File: config.mk
export PLATFORM = sky130hd
export DESIGN_NAME = accchk_top
export DESIGN_NICKNAME = d
export VERILOG_FILES = /design/src/rtl/accchk_pkg.sv /design/src/rtl/accchk_ctrl.sv /design/src/rtl/accchk_dp.sv /design/src/rtl/accchk_top.sv
export SDC_FILE = /design/constraint.sdc
export NUM_CORES = 1
export LEC_CHECK = 0
export ABC_AREA = 1
export BUFFER_PORTS_ARGS = -buffer_cell sky130_fd_sc_hd__buf_2
export CORE_MARGIN = 2
export CORE_UTILIZATION = 39
export DETAILED_ROUTE_END_ITERATION = 8
export GPL_TIMING_DRIVEN = 1
export PLACE_DENSITY = 0.84
export REMOVE_ABC_BUFFERS = 1
export SLEW_MARGIN = 5
export SYNTH_ARGS = -nofsm -noshare
export SYNTH_HDL_FRONTEND = slang
export SYNTH_SLANG_ARGS = --single-unit
File: constraint.sdc
create_clock -name clk -period 0.8 [get_ports clk]
set_input_delay 0.04 -clock clk [delete_from_list [all_inputs] [get_ports clk]]
set_output_delay 0.04 -clock clk [all_outputs]
set_load 0.02 [all_outputs]
File: src/rtl/accchk_pkg.sv
package accchk_pkg;

  localparam int PRIV_W      = 2;
  localparam int SIZE_CODE_W = 2;
  // widest access is 2**(2**SIZE_CODE_W - 1) bytes; offset bits that matter
  localparam int OFF_W       = (1 << SIZE_CODE_W) - 1;
  localparam int CAUSE_W     = 3;
  localparam logic [PRIV_W-1:0] USER_PRIV = 2'd3;

  typedef enum logic [1:0] {
    FK_NONE  = 2'd0,
    FK_ALIGN = 2'd1,
    FK_PAGE  = 2'd2
  } faultKind_e;

  // strobes from the decision logic into the registered datapath
  typedef struct packed {
    logic               fwdEn;
    logic               faultEn;
    faultKind_e         kind;
    logic [CAUSE_W-1:0] cause;
  } chkStrobe_t;

endpackage

File: src/rtl/accchk_ctrl.sv
module accchk_ctrl
  import accchk_pkg::*;
#(
  parameter int ADDR_W = 32
) (
  input  logic                   reqValid,
  input  logic [OFF_W-1:0]       addrLow,
  input  logic [SIZE_CODE_W-1:0] reqSize,
  input  logic                   reqWrite,
  input  logic                   reqFetch,
  input  logic [PRIV_W-1:0]      curPriv,
  input  logic                   ctlAlignMask,
  input  logic                   flgAlignChk,
  input  logic                   pagePresent,
  input  logic                   pageUser,
  input  logic                   pageWritable,
  output chkStrobe_t             strobe
);

  logic [OFF_W-1:0] sizeMask;
  logic isUser, isWrite, misaligned, alignOn, alignViol;
  logic domainViol, typeViol, pageViol;

  // bit i of the offset must be zero when the access is wider than 2**i bytes
  for (genvar i = 0; i < OFF_W; i++) begin : g_mask
    assign sizeMask[i] = (int'(reqSize) > i);
  end

  always_comb begin
    isUser     = (curPriv == USER_PRIV);
    isWrite    = reqWrite & ~reqFetch;
    misaligned = |(addrLow & sizeMask);
    alignOn    = isUser & ctlAlignMask & flgAlignChk;
    alignViol  = alignOn & misaligned;
    domainViol = isUser & ~pageUser;
    typeViol   = isWrite & ~pageWritable;
    pageViol   = ~pagePresent | domainViol | typeViol;

    strobe         = '0;
    strobe.kind    = FK_NONE;
    strobe.fwdEn   = reqValid & ~alignViol & ~pageViol;
    strobe.faultEn = reqValid & (alignViol | pageViol);
    if (reqValid && pageViol) begin
      strobe.kind  = FK_PAGE;
      strobe.cause = {isUser, isWrite, pagePresent};
    end else if (reqValid && alignViol) begin
      strobe.kind  = FK_ALIGN;
    end
  end

endmodule

File: src/rtl/accchk_dp.sv
module accchk_dp
  import accchk_pkg::*;
#(
  parameter int ADDR_W = 32
) (
  input  logic                   clk,
  input  logic                   rstN,
  input  chkStrobe_t             strobe,
  input  logic [ADDR_W-1:0]      reqAddr,
  input  logic [SIZE_CODE_W-1:0] reqSize,
  input  logic                   reqWrite,
  input  logic                   reqFetch,
  output logic                   memValid,
  output logic [ADDR_W-1:0]      memAddr,
  output logic [SIZE_CODE_W-1:0] memSize,
  output logic                   memWrite,
  output logic                   memFetch,
  output logic                   faultValid,
  output logic [1:0]             faultKind,
  output logic [CAUSE_W-1:0]     faultCause,
  output logic [ADDR_W-1:0]      faultAddr
);

  logic [ADDR_W-1:0] addrQ;

  always_ff @(posedge clk) begin
    if (!rstN) begin
      memValid   <= 1'b0;
      faultValid <= 1'b0;
      faultKind  <= FK_NONE;
      faultCause <= '0;
      addrQ      <= '0;
      memSize    <= '0;
      memWrite   <= 1'b0;
      memFetch   <= 1'b0;
    end else begin
      memValid   <= strobe.fwdEn;
      faultValid <= strobe.faultEn;
      faultKind  <= strobe.kind;
      faultCause <= strobe.cause;
      addrQ      <= reqAddr;
      memSize    <= reqSize;
      memWrite   <= reqWrite;
      memFetch   <= reqFetch;
    end
  end

  assign memAddr   = addrQ;
  assign faultAddr = addrQ;

endmodule

File: src/rtl/accchk_top.sv
module accchk_top
  import accchk_pkg::*;
#(
  parameter int ADDR_W = 32
) (
  input  logic              clk,
  input  logic              rstN,
  input  logic              reqValid,
  input  logic [ADDR_W-1:0] reqAddr,
  input  logic [1:0]        reqSize,
  input  logic              reqWrite,
  input  logic              reqFetch,
  input  logic [1:0]        curPriv,
  input  logic              ctlAlignMask,
  input  logic              flgAlignChk,
  input  logic              pagePresent,
  input  logic              pageUser,
  input  logic              pageWritable,
  output logic              memValid,
  output logic [ADDR_W-1:0] memAddr,
  output logic [1:0]        memSize,
  output logic              memWrite,
  output logic              memFetch,
  output logic              faultValid,
  output logic [1:0]        faultKind,
  output logic [2:0]        faultCause,
  output logic [ADDR_W-1:0] faultAddr
);

  chkStrobe_t strobe;

  accchk_ctrl #(.ADDR_W(ADDR_W)) u_ctrl (
    .reqValid     (reqValid),
    .addrLow      (reqAddr[OFF_W-1:0]),
    .reqSize      (reqSize),
    .reqWrite     (reqWrite),
    .reqFetch     (reqFetch),
    .curPriv      (curPriv),
    .ctlAlignMask (ctlAlignMask),
    .flgAlignChk  (flgAlignChk),
    .pagePresent  (pagePresent),
    .pageUser     (pageUser),
    .pageWritable (pageWritable),
    .strobe       (strobe)
  );

  accchk_dp #(.ADDR_W(ADDR_W)) u_dp (
    .clk        (clk),
    .rstN       (rstN),
    .strobe     (strobe),
    .reqAddr    (reqAddr),
    .reqSize    (reqSize),
    .reqWrite   (reqWrite),
    .reqFetch   (reqFetch),
    .memValid   (memValid),
    .memAddr    (memAddr),
    .memSize    (memSize),
    .memWrite   (memWrite),
    .memFetch   (memFetch),
    .faultValid (faultValid),
    .faultKind  (faultKind),
    .faultCause (faultCause),
    .faultAddr  (faultAddr)
  );

endmodule

==> out/qor.txt, run 1 <==
Status: finished, violations left
Failing checks: negative setup slack
First-pass GRT wire length: 6982 um
Static Leak: 1.678 nW
CP top delay family: flip-flops
CTS tree: done
Cells after Synth: 183
Minimum clock period: 0.8396 ns
Post-Place Cells: 317
Wire per inst: 16.13 um
Synthesized area per cell: 8.533 um2
Initial Utilization: 41.71%
Yosys reg bits: 43
CP Buf/Inv Count: 1
Setup violators final: 64
Simple-Gate Fraction of Synth Area: 16.91%
Fmax: 1191 MHz
GRT Residual Overflow: 0
Die X-Extent: 67.28 um
Clk sinks: 43
Worst VDD drop: 0.9623 mV
Post-Synth Adder-Cell Area: 0%
Crit path cell chain: buf_6
Critical Path RT: 0.76 ns
Post-layout net count: 359
Element type at the critical path start: flip-flop
Crit-path max cell delay: 0.37 ns
Crit path kind: reg -> out
Sequential share of the synthesized area: 55.13%
Die Ht: 67.28 um
Synth cell types: 14
Slew HR: 75.67%
Drt drc: 0
Clock Tree Root: clkbuf_8
Layout cells sized above 1: 57.01%
Top cells by area, synth: dfxtp_1 55%, buf_4 17%, nand2_1 11%
WL final: 5855 um
Largest family of logic cells by synthesized area: buffers and inverters
Worst Path Arrival: 0.80 ns
Final-report max-slew violation count: 0
Full die area: 0.004526 mm2
Drt pass-1 iters: 6
I/O Pins: 121
Final count of hold timing violations: 0
Tcrit/Tclk final: 105.0%
Worst-Margin Slew: 0.3649 ns
Via count: 1560
Antenna violations before repair: 1
Vias per Instance: 4.298
# port buffers: 120
Worst setup margin: -0.03962 ns
Total track usage: 21.43%
Compound-Gate Fraction of Synth Area: 0.5609%
Synth Area in XOR/XNOR: 0%
Top-area cell type share of the netlist area: 55.13%
GP Congestion: 0.7071
FP Rows: 22
Detailed placement HPWL: 2565 um
Clock Pin Slew Worst Setup and Hold Paths: 0.08 ns
CP max FO: 2
Vias in the first global route: 1524
Non-filler instance count after layout: 363
Hold_ws: 0.02060 ns
Crit end category: output pin
Area growth syn-to-layout: 89.98%
Final setup TNS: -0.9175 ns
TritonCTS buffer count: 5
Maximum capacitance violations: 0
Area leader, netlist: dfxtp_1
Fill cells: 222
CP max-delay cell: dfxtp_2
Hold Path Class: in -> reg
DR iter-0 viols: 51
Antenna viol nets, final: 0
PwrDens: 1703 mW/mm2
Post-synthesis instance area: 0.001561 mm2
Warnings from Yosys: 0
Mux contribution to synthesized area: 0%
H-tree depth: 2
Unrepaired setup endpoints after global routing: true
CTS max path bufs: 2
Core area: 0.003744 mm2
Largest net degree at the start of global routing: 18
[cell usage after synthesis (all sizes together)]
cell type and count:
nand2 48, dfxtp 43, inv 42, buf 36, nor2 9, nand3 3, a21oi 1, nand3b 1
[area by class of cell]
cell class              count  area, um2  area share [%]
clock inverters             1      7.507          0.2531
repair buffers            159       1453           48.97
well taps                  48      60.06           2.024
clock buffers               7      96.34           3.248
inverters                  42      157.7           5.314
multi-input cells          62      277.8           9.363
flip-flops and latches     43      912.1           30.75
diodes                      1      2.502         0.08435
[worst paths after layout]
check	start	to	slack, ns	cells past startpoint
min	reqWrite	u_dp.memWrite$_SDFF_PN0_	0.02	3
max	u_dp.faultAddr[19]$_SDFF_PN0_	memAddr[19]	-0.04	1
[layout by cell type (no fill, tap or decap), drive strengths merged, types with 3 or more instances in the layout]
cell type / Yosys / final
buf: 36 / 122
nand2: 48 / 48
nor2: 9 / 9
dlygate4sd3: 0 / 37
clkbuf: 0 / 7
nand3: 3 / 3
dfxtp: 43 / 43
inv: 42 / 42
[per-layer routing]
| metal | wire [um] | GRT usage, % |
|---|---|---|
| met1 | 2113 | 19.67 |
| met2 | 3040 | 42.45 |
| met3 | 480 | 6.667 |
| met5 | 0 | 0 |
| met4 | 221 | 9.439 |
[report_power, final]
group / total [mW] / switching, mW / internal [mW]
clock: 1.54 / 0.756 / 0.786
combinational: 1.14 / 0.540 / 0.602
sequential: 2.37 / 0.0985 / 2.27
[cells by family (layout without fill, tap and decap cells)]
kind of cell / after synthesis / after routing
flip-flops: 43 / 43
other: 0 / 1
AND/OR/NAND/NOR: 61 / 61
AO/OA/AOI/OAI: 1 / 1
buffers and inverters: 78 / 209
[sequential cells by signal, indices dropped and copies added, names as in the netlist]
| register | cells |
|---|---|
| u_dp.faultAddr | 32 |
| u_dp.faultCause | 3 |
| u_dp.faultKind | 2 |
| u_dp.memSize | 2 |
| u_dp.faultValid | 1 |
| u_dp.memFetch | 1 |
| u_dp.memValid | 1 |
| u_dp.memWrite | 1 |
[through the flow]
step	setup WS, ns	area (um2)	total power [mW]	utilization, %
floorplan	0.2367	1291	2.706	-
global placement	0.09057	1979	3.053	52.87
detailed placement	0.03618	1979	3.069	52.87
CTS	-0.01961	2800	4.884	74.80
global route	-0.05652	2967	5.236	79.24
finish	-0.03962	2967	5.053	79.24
[what timing repair did]
action	4_1_cts	5_1_grt
gates resized for setup	129	59
hold buffers	37	0
endpoints found under the setup margin	72	77
setup buffers	0	0
hold endpoints to repair	37	0
(Power assumes the default switching activity.)
==> inputs of run 2 (changes only) <==
--- a/config.mk
+++ b/config.mk
@@ -7,8 +7,11 @@
 export LEC_CHECK = 0
 export ABC_AREA = 1
 export BUFFER_PORTS_ARGS = -buffer_cell sky130_fd_sc_hd__buf_2
+export CELL_PAD_IN_SITES_DETAIL_PLACEMENT = 1
+export CELL_PAD_IN_SITES_GLOBAL_PLACEMENT = 1
+export CORE_ASPECT_RATIO = 1.4
 export CORE_MARGIN = 2
-export CORE_UTILIZATION = 39
+export CORE_UTILIZATION = 26
 export DETAILED_ROUTE_END_ITERATION = 8
 export GPL_TIMING_DRIVEN = 1
 export PLACE_DENSITY = 0.84
==> run 2 against run 1 <==
  * The flow still finishes with violations (negative setup slack)
  * Count of clock-buffer cells in the layout increased by 1
  * Critical path depth did not move
  * Combinational power hardly changed
  * Global-route usage shrank 4.7 points
  * First-iteration DRC count down 29%
  * Critical path type unchanged
  * Critical endpoint is now memAddr[30]
  * Highest routed layer unchanged
==> out/qor.txt, run 2 (synthesized netlist as in run 1, its figures left out) <==
Status: finished, violations left
Failing checks: negative setup slack
Drt drc: 0
Setup violators final: 29
Worst Path Arrival: 0.79 ns
DR iter-0 viols: 36
Antenna viol nets, final: 0
Wire per inst: 14.90 um
Flop pwr share: 47.5%
Clock share of power: 30.0%
Crit path cell chain: buf_6
Comb power frac: 22.6%
Hold Path Class: in -> reg
Area growth syn-to-layout: 91.91%
Crit-path max cell delay: 0.37 ns
Tcrit/Tclk final: 104.2%
Fin util: 51.47%
TritonCTS buffer count: 5
I/O Pins: 121
Vias per Instance: 4.021
Post-Place Cells: 338
Sw Share: 26.60%
Critical Path RT: 0.76 ns
CP top delay family: flip-flops
Final-report max-slew violation count: 0
Fmax: 1200 MHz
Hold Crit Endpoint: u_dp.faultCause[2]$_SDFF_PN0_
Largest net degree at the start of global routing: 34
Die X-Extent: 69.50 um
Antenna violations before repair: 0
Postcts setup bufs: 0
Clk sinks: 43
WL final: 5707 um
Worst-Margin Slew: 0.1720 ns
Clock Pin Slew Worst Setup and Hold Paths: 0.08 ns
CTS tree: done
Crit end category: output pin
Worst Hold Depth: 3
P_int: 3.658 mW
FP Rows: 33
Worst VDD drop: 0.7141 mV
CP Buf/Inv Count: 1
Worst setup margin: -0.03329 ns
Post-layout net count: 358
H-tree depth: 2
Maximum capacitance violations: 0
Slew HR: 88.54%
Non-filler instance count after layout: 383
Most frequent cells in the layout: 72 x buf_6, 45 x nand2_1, 44 x buf_2
Initial Utilization: 26.82%
Final count of hold timing violations: 0
CP max-delay cell: dfxtp_2
Core area: 0.005822 mm2
Crit path kind: reg -> out
Clock Tree Root: clkbuf_8
Hold path startpoint: curPriv[0]
Hold_ws: 0.02075 ns
Layout cells sized above 1: 57.19%
First-pass GRT wire length: 8342 um
Max reg flops: 32
Die Ht: 95.70 um
Detailed placement HPWL: 3163 um
Net switching power: 1.326 mW
# port buffers: 120
CTS max path bufs: 2
CP max FO: 2
Unrepaired setup endpoints after global routing: true
GRT Residual Overflow: 0
Drt pass-1 iters: 3
Minimum clock period: 0.8333 ns
Element type at the critical path start: flip-flop
Full die area: 0.006650 mm2
Commonest non-fill, non-tap cell in the layout: buf_6
Via count: 1540
GP Congestion: 0.6574
Static Leak: 1.676 nW
PwrDens: 1663 mW/mm2
Ant. Diodes: 0
Vias in the first global route: 1710
Total track usage: 16.72%
-- run 2: power groups by stage --
stage / Clock (mW) / Sequential (mW) / Combinational [mW]
2_1_floorplan: 0 / 2.59 / 0.113
3_3_place_gp: 0 / 2.34 / 0.720
3_5_place_dp: 0 / 2.34 / 0.738
4_1_cts: 1.57 / 2.35 / 1.06
5_1_grt: 1.64 / 2.38 / 1.20
6_report: 1.49 / 2.37 / 1.12
-- run 2: routing by layer --
metal  share of wire, %  GRT usage [%]  routed length (um)  vias to the layer above
met5                  0              0                   0                        -
met4                3.1          7.680                 179                        0
met3                5.1          3.560                 293                       13
met2                 63          37.58                3587                       77
met1                 29          12.96                1648                      717
li1                   -              -                   -                      733
-- run 2: repair_timing --
action                     4_1_cts  5_1_grt
cloned                           0        0
gates resized for setup        157       36
setup endpoints to repair       75       78
hold buffers                    38        0
hold endpoints to repair        39        0
-- run 2: cell type report --
| type | count | area [um2] |
|---|---|---|
| Tap cell | 70 | 87.58 |
| Inverter | 42 | 157.7 |
| Sequential cell | 43 | 917.1 |
| Timing Repair Buffer | 158 | 1454 |
| Clock buffer | 8 | 100.1 |
| Fill cell | 671 | 2825 |
| Multi-Input combinational cell | 62 | 280.3 |
-- run 2: worst max path at each step --
stage	to	from	cells after the start	slack, ns
2_1_floorplan	faultAddr[0]	u_dp.faultAddr[0]$_SDFF_PN0_	0	0.24
3_3_place_gp	u_dp.memValid$_SDFF_PN0_	curPriv[1]	6	0.1
3_5_place_dp	u_dp.memValid$_SDFF_PN0_	curPriv[1]	6	0.1
4_1_cts	faultAddr[4]	u_dp.faultAddr[4]$_SDFF_PN0_	1	-0.02
5_1_grt	faultAddr[1]	u_dp.faultAddr[1]$_SDFF_PN0_	1	-0.06
6_report	memAddr[30]	u_dp.faultAddr[30]$_SDFF_PN0_	1	-0.03
-- run 2: metrics by stage --
step	TNS (ns)	power, mW	cell area, um2	setup WS [ns]
finish	-0.2751	4.984	2997	-0.03329
global route	-2.255	5.215	2997	-0.05993
CTS	-0.6151	4.978	2890	-0.01986
detailed placement	0	3.081	1999	0.09966
global placement	0	3.056	1999	0.09601
floorplan	0	2.706	1291	0.2367
==> inputs of run 3 (changes only) <==
--- a/config.mk
+++ b/config.mk
@@ -14,9 +14,10 @@
 export CORE_UTILIZATION = 26
 export DETAILED_ROUTE_END_ITERATION = 8
 export GPL_TIMING_DRIVEN = 1
-export PLACE_DENSITY = 0.84
+export PLACE_DENSITY = 0.82
 export REMOVE_ABC_BUFFERS = 1
 export SLEW_MARGIN = 5
 export SYNTH_ARGS = -nofsm -noshare
 export SYNTH_HDL_FRONTEND = slang
+export SYNTH_HIERARCHICAL = 1
 export SYNTH_SLANG_ARGS = --single-unit
==> run 3 against run 2 <==
  * The flow still finishes with violations (negative setup slack)
  * Critical path type unchanged
  * Flip-flop and latch count did not move
  * Highest routed layer unchanged
  * Die area is 4.0% higher
  * Total power is 2.4% lower
  * Largest power group unchanged
  * Count of clock-buffer cells in the layout shrank 2
  * Via count increased by 3.0%
==> out/qor.txt, run 3 <==
Post-synthesis instance area: 0.001628 mm2
Commonest non-fill, non-tap cell in the layout: buf_6
Placement Cell Area: 0.002026 mm2
Hold Path Class: in -> reg
Flop pwr share: 48.6%
Non-filler instance count after layout: 392
Vias in the first global route: 1720
Status: finished, violations left
Antenna viol nets, final: 0
Footprint of the multi-input gates: 290.3 um2
CTS tree: done
CP max FO: 2
Sequential share of the synthesized area: 52.88%
TritonCTS buffer count: 5
Final-report max-slew violation count: 0
WL final: 5925 um
Most frequent cells in the layout: 75 x buf_6, 52 x nand2_1, 49 x inv_1
Vias per Instance: 4.046
Design area: 0.002997 mm2
Sw Share: 27.39%
Crit path kind: reg -> out
Clock Tree Root: clkbuf_8
Net switching power: 1.333 mW
Largest net degree at the start of global routing: 44
Yosys reg bits: 43
Worst setup margin: -0.02451 ns
Post-synth EDFFs: 0
Die X-Extent: 70.88 um
FP Rows: 34
Critical Path RT: 0.76 ns
# port buffers: 120
Via count: 1586
Maximum capacitance violations: 0
H-tree depth: 2
Post-layout net count: 366
Worst-Margin Slew: 0.4761 ns
Postcts setup bufs: 0
Failing checks: negative setup slack
Unrepaired setup endpoints after global routing: true
FFs w/ async S/R, synth: 0%
Worst VDD drop: 0.8301 mV
First-pass GRT wire length: 8645 um
Layout cells sized above 1: 55.00%
Clock Pin Slew Worst Setup and Hold Paths: 0.08 ns
Synth cell types: 13
Minimum clock period: 0.8245 ns
Worst Path Arrival: 0.78 ns
Crit-path max cell delay: 0.37 ns
Core area: 0.006126 mm2
CTS max path bufs: 2
Top FF cell, synth: dfxtp_1
Cells after Synth: 195
Slew HR: 68.26%
Static Leak: 1.737 nW
Setup violators final: 32
Fmax: 1213 MHz
Initial Utilization: 26.57%
I/O Pins: 121
Drt pass-1 iters: 4
Antenna violations before repair: 0
Post-Place Cells: 350
Crit path cell chain: buf_6
Full die area: 0.006919 mm2
Total track usage: 16.46%
Synthesized area per cell: 8.348 um2
Top cells by area, synth: dfxtp_1 53%, buf_4 15%, nand2_1 12%
Max reg flops: 32
Wire per inst: 15.11 um
Register area: 922.1 um2
Top-count cell post-synth: nand2_1
Warnings from Yosys: 6
Area leader, netlist: dfxtp_1
Element type at the critical path start: flip-flop
Drt drc: 0
P_int: 3.534 mW
Comb power frac: 23.1%
Top-area cell type share of the netlist area: 52.88%
Clock share of power: 28.4%
Crit end category: output pin
Most frequent cells after synthesis: 52 x nand2_1, 49 x inv_1, 43 x dfxtp_1, 33 x buf_4, 6 x nor2_1
Detailed placement HPWL: 3266 um
GP Congestion: 0.6851
CP max-delay cell: dfxtp_4
CP Buf/Inv Count: 1
GRT Residual Overflow: 0
DR iter-0 viols: 32
Clk sinks: 43
Die Ht: 97.62 um
PwrDens: 1624 mW/mm2
Tcrit/Tclk final: 103.1%
Final count of hold timing violations: 0
Fill cells: 712
Area growth syn-to-layout: 84.09%
Ant. Diodes: 0
CP top delay family: flip-flops
-- run 3: cell types whose count changed after synthesis, sizes merged --
cell   before  now
buf        36   37
nand2      48   53
a21oi       1    0
nor2        9    8
nand4       0    2
nand3       3    2
inv        42   49
-- run 3: per-layer routing --
| layer | wire (um) | vias to the layer above | global-route usage (%) | part of all wire [%] |
|---|---|---|---|---|
| li1 | - | 755 | - | - |
| met1 | 1893 | 722 | 14.91 | 32 |
| met2 | 3403 | 86 | 31.78 | 57 |
| met3 | 351 | 23 | 3.734 | 5.9 |
| met4 | 278 | 0 | 9.869 | 4.7 |
| met5 | 0 | - | 0 | 0 |
-- run 3: layout make-up --
type / instances / share of cell area, %
Clock inverter: 1 / 0.1670
Clock buffer: 6 / 2.756
Tap cell: 72 / 3.006
Multi-Input combinational cell: 66 / 9.687
Sequential cell: 43 / 30.77
Timing Repair Buffer: 155 / 47.47
Inverter: 49 / 6.138
-- run 3: power groups by stage --
stage / registers (mW) / clock network (mW) / logic, mW
CTS: 2.35 / 1.43 / 1.07
detailed placement: 2.35 / 0 / 0.736
finish: 2.36 / 1.38 / 1.12
global route: 2.37 / 1.52 / 1.19
global placement: 2.34 / 0 / 0.716
floorplan: 2.59 / 0 / 0.116
-- run 3: cells by family (layout without fill, tap and decap cells) --
logic type	count (synthesis)	count (layout)	synth area share, %
buffers and inverters	86	211	29.29
AND/OR/NAND/NOR	66	66	17.83
flip-flops	43	43	52.88
-- run 3: path summary, 6_finish.rpt --
path | from | to | slack, ns | cells past startpoint
worst max-delay path | u_dp/faultAddr[10]$_SDFF_PN0_ | memAddr[10] | -0.02 | 1
worst min-delay path | reqWrite | u_dp/memWrite$_SDFF_PN0_ | 0.02 | 3
-- run 3: timing repair --
item | 4_1_cts | 5_1_grt
endpoints found under the setup margin | 72 | 76
endpoints found under the hold margin | 35 | 0
gates resized for setup | 170 | 27
hold buffers | 35 | 0
-- run 3: metrics by stage --
stage	hold WS, ns	utilization (%)	worst slack, ns	power, mW	setup TNS (ns)
after detailed placement	0.2289	33.07	-0.1369	3.082	-3.677
after floorplan	0.1335	-	0.2172	2.709	0
after CTS	0.003915	47.77	-0.03312	4.859	-0.5260
after global routing	0.03683	48.92	-0.04987	5.081	-1.957
final	0.01727	48.92	-0.02451	4.867	-0.3854
after global placement	0.2210	33.07	-0.06055	3.053	-1.492
